**src/rtl/wasm_pkg.sv**
```systemverilog
package wasm_pkg;
  localparam int unsigned DEF_BYTE_W      = 8;
  localparam int unsigned DEF_NUM_BYTES   = 4;
  localparam int unsigned DEF_SYNC_STAGES = 2;
endpackage

```
**src/rtl/wasm_strobe_sync.sv**
```systemverilog
module wasm_strobe_sync #(
  parameter int unsigned STAGES = 2
) (
  input  logic clk,
  input  logic rst_n,
  input  logic strobe_n,
  output logic wr_edge
);
  logic [STAGES-1:0] sh_q, sh_d;
  logic              prev_q, prev_d;

  always_comb begin
    sh_d   = {sh_q[STAGES-2:0], strobe_n};
    prev_d = sh_q[STAGES-1];
  end

  always_ff @(posedge clk or negedge rst_n) begin
    if (!rst_n) begin
      sh_q   <= '1;
      prev_q <= 1'b1;
    end else begin
      sh_q   <= sh_d;
      prev_q <= prev_d;
    end
  end

  assign wr_edge = sh_q[STAGES-1] & ~prev_q;
endmodule

```
**src/rtl/wasm_collector.sv**
```systemverilog
module wasm_collector #(
  parameter int unsigned BYTE_W    = 8,
  parameter int unsigned NUM_BYTES = 4,
  localparam int unsigned WORD_W   = BYTE_W * NUM_BYTES,
  localparam int unsigned CNT_W    = (NUM_BYTES > 1) ? $clog2(NUM_BYTES) : 1
) (
  input  logic              clk,
  input  logic              rst_n,
  input  logic              wr_edge,
  input  logic              label,
  input  logic [BYTE_W-1:0] din,
  input  logic              xfer,
  output logic              full,
  output logic [WORD_W-1:0] word
);
  localparam logic [CNT_W-1:0] LAST = CNT_W'(NUM_BYTES - 1);

  logic [CNT_W-1:0]     cnt_q, cnt_d;
  logic                 full_q, full_d;
  logic [NUM_BYTES-1:0] lane_we;
  logic                 accept;

  assign accept = wr_edge & ~full_q;

  always_comb begin
    cnt_d   = cnt_q;
    full_d  = full_q;
    lane_we = '0;
    if (xfer) full_d = 1'b0;
    if (accept) begin
      if (label) begin
        lane_we[0] = 1'b1;
        cnt_d      = CNT_W'(1);
      end else if (cnt_q != '0) begin
        lane_we[cnt_q] = 1'b1;
        if (cnt_q == LAST) begin
          full_d = 1'b1;
          cnt_d  = '0;
        end else begin
          cnt_d = cnt_q + CNT_W'(1);
        end
      end
    end
  end

  always_ff @(posedge clk or negedge rst_n) begin
    if (!rst_n) begin
      cnt_q  <= '0;
      full_q <= 1'b0;
    end else begin
      cnt_q  <= cnt_d;
      full_q <= full_d;
    end
  end

  for (genvar g = 0; g < NUM_BYTES; g++) begin : g_lane
    logic [BYTE_W-1:0] lane_q;
    always_ff @(posedge clk or negedge rst_n) begin
      if (!rst_n)          lane_q <= '0;
      else if (lane_we[g]) lane_q <= din;
    end
    assign word[g*BYTE_W +: BYTE_W] = lane_q;
  end

  assign full = full_q;
endmodule

```
**src/rtl/wasm_handoff.sv**
```systemverilog
module wasm_handoff #(
  parameter int unsigned WORD_W = 32
) (
  input  logic              clk,
  input  logic              rst_n,
  input  logic              full,
  input  logic              gap_bit4,
  input  logic              tx_idle,
  input  logic [WORD_W-1:0] held_word,
  output logic              xfer,
  output logic              load_pulse,
  output logic [WORD_W-1:0] word_out
);
  logic              ld_q, ld_d;
  logic [WORD_W-1:0] word_q, word_d;

  always_comb begin
    xfer   = full & (gap_bit4 | tx_idle);
    ld_d   = xfer;
    word_d = xfer ? held_word : word_q;
  end

  always_ff @(posedge clk or negedge rst_n) begin
    if (!rst_n) begin
      ld_q   <= 1'b0;
      word_q <= '0;
    end else begin
      ld_q   <= ld_d;
      word_q <= word_d;
    end
  end

  assign load_pulse = ld_q;
  assign word_out   = word_q;
endmodule

```
**src/rtl/word_assembler.sv**
```systemverilog
module word_assembler
  import wasm_pkg::*;
#(
  parameter int unsigned BYTE_W      = DEF_BYTE_W,
  parameter int unsigned NUM_BYTES   = DEF_NUM_BYTES,
  parameter int unsigned SYNC_STAGES = DEF_SYNC_STAGES,
  localparam int unsigned WORD_W     = BYTE_W * NUM_BYTES
) (
  input  logic              clk,
  input  logic              rst_n,
  input  logic [BYTE_W-1:0] bus_data,
  input  logic              wr_strobe_n,
  input  logic              label_addr,
  input  logic              gap_bit4,
  input  logic              tx_idle,
  output logic              ready,
  output logic [WORD_W-1:0] word_out,
  output logic              load_pulse
);
  logic [1:0]        rst_pipe_q;
  logic              rst_n_i;
  logic              wr_edge;
  logic              full;
  logic              xfer;
  logic [WORD_W-1:0] held_word;

  always_ff @(posedge clk or negedge rst_n) begin
    if (!rst_n) rst_pipe_q <= 2'b00;
    else        rst_pipe_q <= {rst_pipe_q[0], 1'b1};
  end
  assign rst_n_i = rst_pipe_q[1];

  wasm_strobe_sync #(.STAGES(SYNC_STAGES)) u_sync (
    .clk(clk), .rst_n(rst_n_i), .strobe_n(wr_strobe_n), .wr_edge(wr_edge)
  );

  wasm_collector #(.BYTE_W(BYTE_W), .NUM_BYTES(NUM_BYTES)) u_coll (
    .clk(clk), .rst_n(rst_n_i), .wr_edge(wr_edge), .label(label_addr),
    .din(bus_data), .xfer(xfer), .full(full), .word(held_word)
  );

  wasm_handoff #(.WORD_W(WORD_W)) u_hand (
    .clk(clk), .rst_n(rst_n_i), .full(full), .gap_bit4(gap_bit4),
    .tx_idle(tx_idle), .held_word(held_word), .xfer(xfer),
    .load_pulse(load_pulse), .word_out(word_out)
  );

  assign ready = ~full;
endmodule

```
**config.mk**
```make
export PLATFORM = sky130hd
export DESIGN_NAME = word_assembler
export DESIGN_NICKNAME = d
export VERILOG_FILES = /design/src/rtl/wasm_pkg.sv /design/src/rtl/wasm_strobe_sync.sv /design/src/rtl/wasm_collector.sv /design/src/rtl/wasm_handoff.sv /design/src/rtl/word_assembler.sv
export SDC_FILE = /design/constraint.sdc
export NUM_CORES = 1
export LEC_CHECK = 0
export CORE_UTILIZATION = 44
export DETAILED_ROUTE_END_ITERATION = 10
export DONT_BUFFER_PORTS = 1
export PLACE_DENSITY = 0.56
export SKIP_LAST_GASP = 1
export SYNTH_ARGS = -nofsm -noshare
export SYNTH_HDL_FRONTEND = slang
export SYNTH_SLANG_ARGS = --single-unit
```
**constraint.sdc**
```tcl
create_clock -name clk -period 3.4 [get_ports clk]
set_input_delay 0.17 -clock clk [delete_from_list [all_inputs] [get_ports clk]]
set_output_delay 0.17 -clock clk [all_outputs]
set_load 0.005 [all_outputs]
```
# Word-level counts from Yosys, hierarchy flattened
# Cells that the tools add are included.
[classes]
addsub = 1
order_cmp = 2
eq_ne = 1
muxes = 14
n_bitwise = 6
n_reduce_logical = 4
[ops]
columns = ["operator", "n"]
rows = [
  ["4-bit two-way mux", 2],
  ["1-bit two-way mux", 7],
  ["2-bit two-way mux", 3],
  ["2-bit nonzero test", 2],
  ["1-bit AND", 3],
  ["2-bit by 3-bit less-than comparator with 1-bit output, second input constant", 1],
  ["3-bit two-way mux", 1],
  ["2-bit by 1-bit adder with 2-bit output, second input constant", 1],
  ["1-bit demux with 2-bit select", 1],
  ["2-bit equality test, second input constant", 1],
  ["2-bit by 1-bit >= comparator with 1-bit output, second input constant", 1],
  ["1-bit NOT", 2],
  ["2-bit AND reduction", 1],
  ["1-bit logical AND", 1],
  ["1-bit bitwise OR", 1],
]
[totals]
register_bits = 73
wordCells = 39

# Depth between registers and ports, before layout
# Gate-level depths: netlist of run 1.
[logic_depth]
word_depth = 7
ltp_mapped = 5
mapped_depth_nobuf = 5

# Modules after synthesis
# A second synthesis of run 1 with hierarchy kept.
[unflattened]
hier_cells = 170
area_unflattened_um2 = 2854.0
[by_module_without_submodules]
columns = ["module", "instances", "cells_per_inst", "area_per_inst_um2", "seq_area_each_um2"]
rows = [
  ["wasm_collector", 1, 92, 1463.9, 875.8],
  ["wasm_handoff", 1, 70, 1239.9, 825.8],
  ["wasm_strobe_sync", 1, 4, 92.6, 78.8],
  ["word_assembler", 1, 4, 57.6, 50.0],
]

# Worst setup path before layout of run 1
# OpenSTA, ideal clock, no wires.
[synth_timing]
kind = "register to register"
start = "register u_sync.sh_q[1]"
end = "register u_coll.g_lane[0].lane_q[0]"
setup_time_ns = 0.125
t_arrival_ns = 1.376
required_time_ns = 3.275
setup_slack_ns = 1.899
stages_incl_launch_ff = 5
path_buffers = 1
synth_period_minus_slack_ns = 1.501
cell_sequence = "dfstp_2 nor3b_1 and2_1 buf_4 mux2_2"
[synth_between]
elab_chain_len = 3
[synth_rtl]
columns = ["item", "line_no", "text"]
rows = [
  ["from (decl)", "wasm_strobe_sync.sv:9", "logic [STAGES-1:0] sh_q, sh_d;"],
  ["from (signal assigned)", "wasm_strobe_sync.sv:19", "sh_q <= '1;"],
  ["from (signal assigned)", "wasm_strobe_sync.sv:22", "sh_q <= sh_d;"],
  ["1-bit AND", "wasm_strobe_sync.sv:27", "assign wr_edge = sh_q[STAGES-1] & ~prev_q;"],
  ["1-bit AND", "wasm_collector.sv:23", "assign accept = wr_edge & ~full_q;"],
  ["4-bit two-way mux", "wasm_collector.sv:30", "if (accept) begin"],
  ["to (signal assigned)", "wasm_collector.sv:60", "else if (lane_we[g]) lane_q <= din;"],
  ["to (decl)", "wasm_collector.sv:57", "logic [BYTE_W-1:0] lane_q;"],
]
# Every way passes these cells.
# A chain may end at the register's enable or synchronous reset.

# Worst setup path in the final report of run 1
[layout_timing]
start = "register u_sync.sh_q[1]"
end = "register u_coll.g_lane[0].lane_q[7]"
# The elaborated chain is that of the path after synthesis.

==> results.py, run 1 <==
metrics = {
    "synth": {
        "yosysSeqAreaShare_pct": 65.8,
        "synthAdderAreaFrac_pct": 2.25,
        "synth.top_cells.by_area": "dfrtp_1, mux2_2, dfstp_2",
        "syn_area_per_cell_um2": 16.5,
        "synth_top_family_by_area": "multiplexers",
        "syn_inst": 169,
        "synth_compound_area_share_pct": 1.21,
        "yosys.area_share.simple_pct": 3.24,
        "yosysWarnings": 0,
        "synth_top_area_share_pct": 62.9,
        "syn_area_um2": 2780,
        "synthMuxAreaShare_pct": 25.9,
        "synth_area_leader_cell": "dfrtp_1",
        "yosysUniqueCellTypes": 22,
        "synth-xor-area-share_pct": 0,
        "synth_seq_cells": 73,
        "syn_nets": 188,
    },
    "timing": {
        "max_slew_margin_pct": 27.3,
        "final-hold-violation-count": 0,
        "period_minus_slack_ps": 1760,
        "finalCritPeriodShare_pct": 51.8,
        "rsz0062_at_grt": "false",
        "setup_viol": 0,
        "skew_ps": 7.55,
        "tns_ps": 0,
        "tightest_slew_ps": 1090,
        "fin_ws_ps": 1640,
        "clock.fmax_mhz": 568,
        "slew_violations": 0,
    },
    "detailed_routing": {
        "drtIter0Drc": 32,
        "wirelength_um": 4940,
        "avgViaCountPerCell": 5.25,
        "drc": 0,
        "wl_per_cell_um": 18.4,
        "drt-pass1-iter-count": 4,
        "num_vias": 1406,
        "postRouteAntennaNets": 0,
    },
    "flow_run": {
        "cap_viol_max_count": 0,
    },
    "clocking": {
        "cts_buffer_depth": 2,
        "cts_setup_buffers": 0,
        "numCtsBuffers": 9,
        "clk_pin_slew_ps": 70,
        "cts_tree": "yes",
        "htree_levels": 3,
        "cts_root_buf": "clkbuf_8",
        "clkSinkCount": 73,
        "clk_latency_ps": 340,
    },
    "grt": {
        "grt_pass1_vias": 1563,
        "grt_max_degree": 39,
        "grtUsageTotal_pct": 17.2,
        "grt_pass1_wl_um": 8010,
        "antenna_found_initial": 0,
        "grt_overflow_total": 0,
    },
    "die": {
        "core_region_area_um2": 6030,
        "rows": 28,
        "fp.dieH_um": 81.5,
        "die_w_um": 81.5,
        "start_util_pct": 46.2,
        "die_area_um2": 6650,
        "io_pins": 48,
    },
    "worst_setup_path": {
        "critPathRequiredTime_ps": 3620,
        "worstPathMaxFanout": 8,
        "crit_path_end_kind": "register",
        "crit_path_max_incr_delay_ps": 550,
        "start_kind": "register",
        "criticalPathCategory": "register to register",
        "cp.buffers_inverters": 0,
        "worst_ep_arrival_time_ps": 1980,
        "crit_slowest_cell": "dfstp_2",
        "path_cells": "nor3b_1, and2_1, mux2_2",
        "critPathTopFamily": "simple AND/OR/NAND/NOR gates",
    },
    "cells_and_area": {
        "antenna_cells_inserted": 0,
        "drive_above_1_share_pct": 46.6,
        "layoutNonFillerInstCount": 268,
        "seq_area_um2": 1830,
        "synthToLayoutAreaGrowth_pct": 15.4,
        "n_fill_cell": 513,
        "multi_input_area_um2": 922,
        "fin_nets": 207,
        "fin_area_um2": 3210,
    },
    "status": {
        "status": "finished clean",
    },
    "power": {
        "p_leak_nw": 1.51,
        "p_total_mw": 2.63,
        "irDropWorstVdd_mv": 0.365,
        "power_density_nw_per_um2": 818,
    },
    "placed_design": {
        "routabilityCongestion": 0.655,
        "place_worst_setup_slack_ps": 1630,
        "port_buffers": 0,
        "dp_hpwl_um": 3170,
        "dp.cells": 241,
        "place_area_um2": 2870,
    },
    "min_path": {
        "hold_path.class": "input pin to register",
    },
}
-- final timing paths --
| kind | start | end | slack, ps | cells after the start |
|---|---|---|---|---|
| hold reg to reg | rst_pipe_q[1] | u_coll.g_lane[1].lane_q[0] | 360 | 0 |
| setup / recovery | u_sync.sh_q[1] | u_coll.g_lane[0].lane_q[7] | 1640 | 3 |
| min in group asynchronous | rst_n | rst_pipe_q[1] | 60 | 1 |
| max in group asynchronous | rst_pipe_q[1] | u_hand.word_out[23] | 2110 | 1 |
| setup reg to reg | u_sync.sh_q[1] | u_coll.g_lane[0].lane_q[7] | 1640 | 3 |
| hold / removal | label_addr | u_coll.cnt_q[0] | 40 | 2 |
-- sequential cells by signal, indices dropped and copies added (netlist names) --
name                  count
u_coll.cnt_q              2
u_coll.full               1
rst_pipe_q                2
u_coll.g_lane.lane_q     32
u_sync.prev_q             1
u_sync.sh_q               2
u_hand.word_out          32
u_hand.load_pulse         1
-- layout by cell type (no fill, tap or decap) --
cell type | Yosys | layout
nand2_2 | 3 | 3
nor3b_1 | 1 | 1
inv_6 | 0 | 1
o311ai_0 | 1 | 1
o21ai_4 | 0 | 1
clkinv_4 | 0 | 1
ha_1 | 5 | 5
nor4b_4 | 1 | 1
buf_4 | 1 | 1
clkinv_2 | 0 | 1
or3b_2 | 1 | 1
clkinvlp_4 | 0 | 1
inv_1 | 5 | 5
bufinv_16 | 0 | 2
nor2_1 | 1 | 1
mux2_2 | 63 | 63
nand2_1 | 2 | 2
conb_1 | 1 | 1
clkbuf_8 | 0 | 10
a32o_1 | 1 | 1
dfrtp_1 | 70 | 69
and2_1 | 1 | 1
nand4b_1 | 1 | 1
dfrtp_2 | 0 | 1
mux2_1 | 1 | 1
nor3_1 | 1 | 1
o21ai_0 | 2 | 2
dlygate4sd3_1 | 0 | 11
dfstp_2 | 3 | 3
-- worst reg2reg max path, cell delays in order (launching register included) --
cell and delay [ps]:
dfstp_2 550, nor3b_1 280, and2_1 430, mux2_2 390
-- per-layer routing --
layer	global-route usage, %	wire (µm)
met2	28.6	2530
met5	0	0
met1	18.9	2030
met4	10.7	58
met3	5.89	321
-- synth_stat cells --
master and count:
ha_1 5, o21ai_1 1, o311ai_0 1, mux2_2 63, nor4b_4 1, and2_1 1
buf_2 3, o21ai_0 2, nor3b_1 1, buf_4 1, or3b_2 1, nor3_1 1
mux2_1 1, a32o_1 1, inv_1 5, nand2_2 3, nand4b_1 1, nor2_1 1
dfstp_2 3, nand2_1 2, conb_1 1, dfrtp_1 70
-- cell families (layout without fill, tap and decap cells) --
group                    Yosys count  in the layout
other                              1              1
AO/OA/AOI/OAI                      5              5
multiplexers                      64             64
buffers and inverters              9             33
flip-flops                        73             73
AND/OR/NAND/NOR                   12             12
adder cells (fa/ha/maj)            5              5
-- through the flow --
step	util, %	hold slack [ps]
2_1_floorplan	-	-126
3_3_place_gp	47.7	-126
3_5_place_dp	47.7	-126
4_1_cts	53.3	6.72
5_1_grt	53.3	4.50
6_report	53.3	36.4
-- timing repair --
action	4_1_cts	5_1_grt
hold buffers	11	0
hold endpoints to repair	36	0
resized for setup	0	0
-- where the power goes --
part           leakage (nW)  internal (mW)  total, mW  switching [mW]
Sequential            0.927           1.21       1.44           0.231
Clock                 0.113          0.436      0.757           0.321
Combinational         0.475          0.284      0.436           0.152
Total                  1.51           1.93       2.63           0.704
-- area by class of cell --
cell class              count  area share, %
flip-flops and latches     73           57.0
multi-input cells          87           28.7
clock buffers              10           4.29
repair buffers             12           3.66
well taps                  75           2.92
clock inverters             6           2.80
inverters                   5          0.584
Power figures use the tool's default switching activity.
==> run 2: changes to the inputs <==
ABC_AREA = 1   (was not set)
PLACE_DENSITY = 0.58   (was 0.56)
clock period = 1.6 ns   (was 3.4 ns; I/O delays follow)
==> run 2 against run 1 <==
- critical endpoint is now u_coll.g_lane[1].lane_q[1]
- final area grew 5.1%
- sequential cell count is the same
- clock power is 74% higher
- largest power group unchanged
- die area increased by 7.6%
- maximum frequency up 23%
- routed wire length up 23%
- sequential share of layout area decreased by 2.7 points
- the run now ends with design-rule violations left
- core utilization fell by 1.1 points
==> results.py, run 2 <==
metrics = {
    "power": {
        "seq_power_share_pct": 56.3,
        "p_switching_mw": 1.51,
        "combPwrFrac_pct": 16.5,
        "internal_power_mw": 3.32,
        "clock_power_share_pct": 27.2,
        "power_density_nw_per_um2": 1430,
        "irDropWorstVdd_mv": 0.760,
        "swShare_pct": 31.3,
        "p_leak_nw": 1.82,
    },
    "timing": {
        "final-hold-violation-count": 0,
        "max_slew_margin_pct": 52.6,
        "rsz0062_at_grt": "false",
        "tightest_slew_ps": 708,
        "slew_violations": 0,
        "fin_ws_ps": 167,
        "skew_ps": 8.69,
        "period_minus_slack_ps": 1430,
        "setup_viol": 0,
        "finalCritPeriodShare_pct": 89.5,
        "clock.fmax_mhz": 698,
        "tns_ps": 0,
    },
    "status": {
        "violations": "design-rule violations",
        "status": "complete, but fails checks",
    },
    "clocking": {
        "cts_root_buf": "clkbuf_8",
        "ctsHoldBuffers": 14,
        "post_cts_resized": 0,
        "htree_levels": 3,
        "clkSinkCount": 73,
        "cts_setup_buffers": 0,
        "clk_latency_ps": 340,
        "numCtsBuffers": 9,
        "cts_buffer_depth": 2,
        "clk_pin_slew_ps": 70,
        "cts_tree": "yes",
    },
    "worst_setup_path": {
        "start_kind": "register",
        "criticalPathCategory": "register to register",
        "r2r-start": "u_coll.cnt_q[1]",
        "cp.buffers_inverters": 2,
        "critPathLaunch": "u_coll.cnt_q[1]",
        "path_depth": 7,
        "crit_path_max_incr_delay_ps": 420,
        "crit_path_end_kind": "register",
        "critPathRequiredTime_ps": 1830,
        "worstPathMaxFanout": 9,
        "worstRegToRegCells": 7,
        "critPathTopFamily": "simple AND/OR/NAND/NOR gates",
        "r2r_setup_slack_ps": 170,
        "path_cells": "inv_1, ha_1, inv_1, nor2_8, nand3_1, nand2_1, nand2_1",
        "crit_slowest_cell": "dfrtp_1",
        "worst_ep_arrival_time_ps": 1660,
    },
    "cells_and_area": {
        "fin_nets": 357,
        "layoutNonFillerInstCount": 419,
        "utilization_pct": 52.2,
        "synthToLayoutAreaGrowth_pct": 12.5,
        "antenna_cells_inserted": 0,
        "final_common_cell": "nand2_1",
        "fin_area_um2": 3370,
        "drive_above_1_share_pct": 9.94,
        "mostFrequentLayoutCells": "nand2_1, dfrtp_1, nand4_1, dlygate4sd3_1, clkbuf_8",
    },
    "detailed_routing": {
        "num_vias": 2095,
        "avgViaCountPerCell": 5.00,
        "wirelength_um": 6060,
        "postRouteAntennaNets": 0,
        "wl_per_cell_um": 14.5,
        "drt-pass1-iter-count": 11,
        "drc": 6,
        "drtIter0Drc": 162,
    },
    "synth": {
        "synth_seq_cells": 73,
        "synth.top_cells.by_area": "dfrtp_1, nand2_1, nand4_1",
        "syn_inst": 321,
        "ys.flop_type": "dfrtp_1",
        "synth_edf_count": 0,
        "yosysSeqAreaShare_pct": 61.0,
        "yosysMostFrequentCell": "nand2_1",
        "synth_common_cells": "nand2_1, dfrtp_1, nand4_1, buf_2, inv_1",
        "syn_area_per_cell_um2": 9.35,
        "yosysWarnings": 0,
        "async_flop_share_pct": 100,
        "syn_area_um2": 3000,
        "yosysUniqueCellTypes": 19,
        "synth_area_leader_cell": "dfrtp_1",
        "synth_top_area_share_pct": 58.4,
        "syn_nets": 340,
    },
    "placed_design": {
        "place_worst_setup_slack_ps": 185,
        "place_area_um2": 3060,
        "port_buffers": 0,
        "dp_hpwl_um": 3950,
        "dp.cells": 390,
        "routabilityCongestion": 0.795,
    },
    "grt": {
        "grt_overflow_total": 0,
        "grt_pass1_vias": 2108,
        "grt-busiest-layer": "met2",
        "antenna_found_initial": 0,
        "met1_usage_pct": 27.5,
        "grtUsageTotal_pct": 19.4,
        "grt_pass1_wl_um": 10700,
        "grt_max_degree": 44,
        "grt_util_met2_pct": 28.2,
        "use_met3_pct": 3.74,
    },
    "die": {
        "fp.dieH_um": 84.6,
        "start_util_pct": 46.5,
        "rows": 29,
        "die_w_um": 84.6,
        "io_pins": 48,
        "die_area_um2": 7150,
        "core_region_area_um2": 6460,
    },
    "min_path": {
        "hold_path.class": "input pin to register",
        "hold-path-cell-count": 4,
        "hold_path.startpoint": "label_addr",
    },
    "flow_run": {
        "cap_viol_max_count": 0,
    },
}
## run 2: changes by cell type in the layout (fill, tap and decap cells not counted), sizes merged, moves of 6 or more
cell and change:
buf +7, mux2 -64, nand2 +163, nand3 +7, nand4 +33, nor2 +6
## run 2: cell type report
cell class	instances	area, µm²
repair buffers	22	213
multi-input cells	223	1030
clock buffers	13	159
well taps	77	96.3
clock inverters	2	13.8
inverters	9	33.8
fillers	634	3080
flip-flops and latches	73	1830
## run 2: per-layer routing
| layer | part of all wire (%) | wire (µm) | vias up |
|---|---|---|---|
| met5 | 0 | 0 | - |
| met3 | 3.3 | 203 | 12 |
| met2 | 43 | 2620 | 38 |
| met4 | 2.2 | 135 | 0 |
| li1 | - | - | 1063 |
| met1 | 51 | 3110 | 982 |
## run 2: power by group through the flow
stage / sequential [mW] / combinational, mW / clock, mW
3_5_place_dp: 2.75 / 0.755 / 0
3_3_place_gp: 2.74 / 0.730 / 0
4_1_cts: 2.72 / 0.810 / 1.34
5_1_grt: 2.80 / 0.953 / 1.43
2_1_floorplan: 2.67 / 0.628 / 0
6_report: 2.72 / 0.797 / 1.32
## run 2: cell families (layout without fill, tap and decap cells)
logic type	count (synthesis)	after routing	synth area share [%]
DFF	73	73	61.0
adders and majority gates	5	5	2.09
and+or+nand+nor	215	215	31.6
other	1	1	0.125
AOI/OAI and AO/OA	2	2	0.459
buffers and inverters	25	46	4.75
## run 2: worst paths after layout
kind | end
max reg2reg | u_coll.g_lane[1].lane_q[1]
min | u_coll.g_lane[2].lane_q[5]
min reg2reg | u_hand.word_out[16]
min in group asynchronous | u_hand.word_out[16]
max | u_coll.g_lane[1].lane_q[1]
max in group asynchronous | u_coll.g_lane[3].lane_q[3]
## run 2: worst reg2reg max path, stage by stage (launching register included)
cell,delay (ps)
dfrtp_1,420
inv_1,90
ha_1,130
inv_1,80
nor2_8,140
nand3_1,260
nand2_1,130
nand2_1,60
## run 2: stage by stage
step,hold slack [ps],total power [mW]
after floorplan,-216,3.30
after global placement,-216,3.47
after detailed placement,-216,3.50
after CTS,12.3,4.87
after global routing,53.0,5.18
final,26.0,4.83
==> run 3: changes to the inputs <==
--- a/config.mk
+++ b/config.mk
@@ -8,7 +8,8 @@
 export ABC_AREA = 1
-export CORE_UTILIZATION = 44
+export CELL_PAD_IN_SITES_DETAIL_PLACEMENT = 1
+export CELL_PAD_IN_SITES_GLOBAL_PLACEMENT = 1
+export CORE_UTILIZATION = 43
 export DETAILED_ROUTE_END_ITERATION = 10
 export DONT_BUFFER_PORTS = 1
-export PLACE_DENSITY = 0.58
-export SKIP_LAST_GASP = 1
+export PLACE_DENSITY = 0.71
 export SYNTH_ARGS = -nofsm -noshare
==> constraint.sdc (replaced) <==
create_clock -name clk -period 1.6 [get_ports clk]
set_input_delay 0.24 -clock clk [delete_from_list [all_inputs] [get_ports clk]]
set_output_delay 0.24 -clock clk [all_outputs]
set_load 0.005 [all_outputs]
==> run 3 against run 2 <==
- the run now ends clean
- clock skew increased by 4.0 ps
- cell count decreased by 1.9%
- sequential power about the same
- setup slack better by 15 ps
- largest power group unchanged
==> results.py, run 3 (synthesis results as in run 2) <==
metrics = {
    "status": {
        "status": "finished clean",
    },
    "worst_setup_path": {
        "timing.rr.end": "u_coll.g_lane[2].lane_q[1]",
        "crit_path_end_kind": "register",
        "crit_slowest_cell": "dfrtp_1",
        "r2r-start": "u_coll.cnt_q[0]",
        "path_depth": 7,
        "start_kind": "register",
        "worst_ep_arrival_time_ps": 1660,
        "worstRegToRegCells": 7,
        "crit_path_max_incr_delay_ps": 430,
        "criticalPathCategory": "register to register",
        "critPathRequiredTime_ps": 1840,
        "critPathLaunch": "u_coll.cnt_q[0]",
        "path_cells": "inv_1, ha_1, inv_1, nor2_4, nand3_2, nand2_1, nand2_1",
        "cp.buffers_inverters": 2,
        "worstPathMaxFanout": 9,
        "endpoint": "u_coll.g_lane[2].lane_q[1]",
        "r2r_setup_slack_ps": 180,
        "critPathTopFamily": "simple AND/OR/NAND/NOR gates",
    },
    "die": {
        "die_area_um2": 7320,
        "io_pins": 48,
        "core_region_area_um2": 6760,
        "rows": 30,
        "start_util_pct": 44.4,
        "die_w_um": 85.5,
        "fp.dieH_um": 85.5,
    },
    "timing": {
        "hold_ws_ps": 41.1,
        "slew_violations": 0,
        "setup_viol": 0,
        "tightest_slew_ps": 554,
        "tns_ps": 0,
        "finalCritPeriodShare_pct": 88.6,
        "period_minus_slack_ps": 1420,
        "max_slew_margin_pct": 63.0,
        "rsz0062_at_grt": "false",
        "skew_ps": 12.7,
        "clock.fmax_mhz": 705,
        "final-hold-violation-count": 0,
    },
    "grt": {
        "grtUsageTotal_pct": 20.4,
        "grt_pass1_wl_um": 11300,
        "grt_max_degree": 39,
        "antenna_found_initial": 0,
        "grt_overflow_total": 0,
        "grt_pass1_vias": 2241,
    },
    "clocking": {
        "clkSinkCount": 73,
        "cts_tree": "yes",
        "numCtsBuffers": 9,
        "clk_pin_slew_ps": 80,
        "cts_root_buf": "clkbuf_8",
        "cts_buffer_depth": 2,
        "htree_levels": 3,
        "clk_latency_ps": 350,
        "cts_setup_buffers": 0,
    },
    "cells_and_area": {
        "utilization_pct": 49.7,
        "final_common_cell": "nand2_1",
        "drive_above_1_share_pct": 11.2,
        "mostFrequentLayoutCells": "nand2_1, dfrtp_1, nand4_1, clkbuf_8, inv_1",
        "fin_nets": 345,
        "antenna_cells_inserted": 0,
        "synthToLayoutAreaGrowth_pct": 12.0,
        "n_fill_cell": 795,
    },
    "power": {
        "p_leak_nw": 1.81,
        "p_total_mw": 5.26,
        "irDropWorstVdd_mv": 0.555,
        "power_density_nw_per_um2": 1570,
    },
    "placed_design": {
        "port_buffers": 0,
        "dp_hpwl_um": 4420,
        "routabilityCongestion": 0.737,
    },
    "detailed_routing": {
        "wirelength_um": 6420,
        "postRouteAntennaNets": 0,
        "drt-pass1-iter-count": 4,
        "wl_per_cell_um": 15.6,
        "avgViaCountPerCell": 5.15,
        "drc": 0,
        "drtIter0Drc": 41,
        "num_vias": 2116,
    },
    "min_path": {
        "hold_path.class": "input pin to register",
    },
    "flow_run": {
        "cap_viol_max_count": 0,
    },
}
run 3: cell count changes in the layout (fill, tap and decap cells not counted):
| cell | previous run | this run |
|---|---|---|
| bufinv_16 | 0 | 3 |
| buf_12 | 1 | 3 |
| dlygate4sd3_1 | 14 | 2 |
| buf_4 | 7 | 5 |
| nand3_2 | 3 | 4 |
| nand3_1 | 4 | 3 |
| clkbuf_1 | 2 | 1 |
| clkbuf_8 | 11 | 10 |
run 3: worst min path at each step:
stage	startpoint	to	slack, ps	cells past startpoint
2_1_floorplan	rst_n	rst_pipe_q[0]	-60	0
3_3_place_gp	rst_n	rst_pipe_q[0]	-60	0
3_5_place_dp	rst_n	rst_pipe_q[1]	-60	0
4_1_cts	bus_data[7]	u_coll.g_lane[3].lane_q[7]	30	2
5_1_grt	bus_data[7]	u_coll.g_lane[3].lane_q[7]	30	2
6_report	bus_data[7]	u_coll.g_lane[3].lane_q[7]	40	2
run 3: metrics by stage:
stage	worst slack, ps	instance area (µm²)	cells
floorplan	348	3000	321
global placement	166	3090	393
detailed placement	89.6	3090	393
CTS	55.7	3360	411
global route	58.8	3360	411
finish	182	3360	411
run 3: timing repair:
action | 4_1_cts | 5_1_grt
endpoints found under the setup margin | 0 | 8
hold buffers | 2 | 0
hold endpoints to repair | 3 | 0
gates resized for setup | 0 | 1
run 3: layout make-up:
| type | count | area, µm² | area share (%) |
|---|---|---|---|
| clock buffer | 11 | 141 | 4.21 |
| sequential | 73 | 1830 | 54.5 |
| multi-input combinational | 223 | 1030 | 30.7 |
| clock inverter | 5 | 104 | 3.09 |
| inverter | 9 | 33.8 | 1.01 |
| timing repair buffer | 10 | 118 | 3.50 |
| tap | 80 | 100 | 2.98 |
run 3: where the power goes:
group          internal, mW  switching (mW)  total, mW
clock network          1.08           0.678       1.76
registers              2.36           0.368       2.73
logic                 0.304           0.477      0.781
run 3: per-layer routing:
layer / up-vias / track usage, % / part of all wire [%]
met1: 1025 / 27.4 / 46
met5: - / 0 / 0
li1: 1041 / - / -
met3: 13 / 5.68 / 3.9
met4: 0 / 7.73 / 2.1
met2: 37 / 31.8 / 48
run 3: worst register-to-register path, stage by stage (launching register included):
cell     delay [ps]
dfrtp_1         430
inv_1           100
ha_1            140
inv_1            60
nor2_4          180
nand3_2         210
nand2_1         120
nand2_1          70
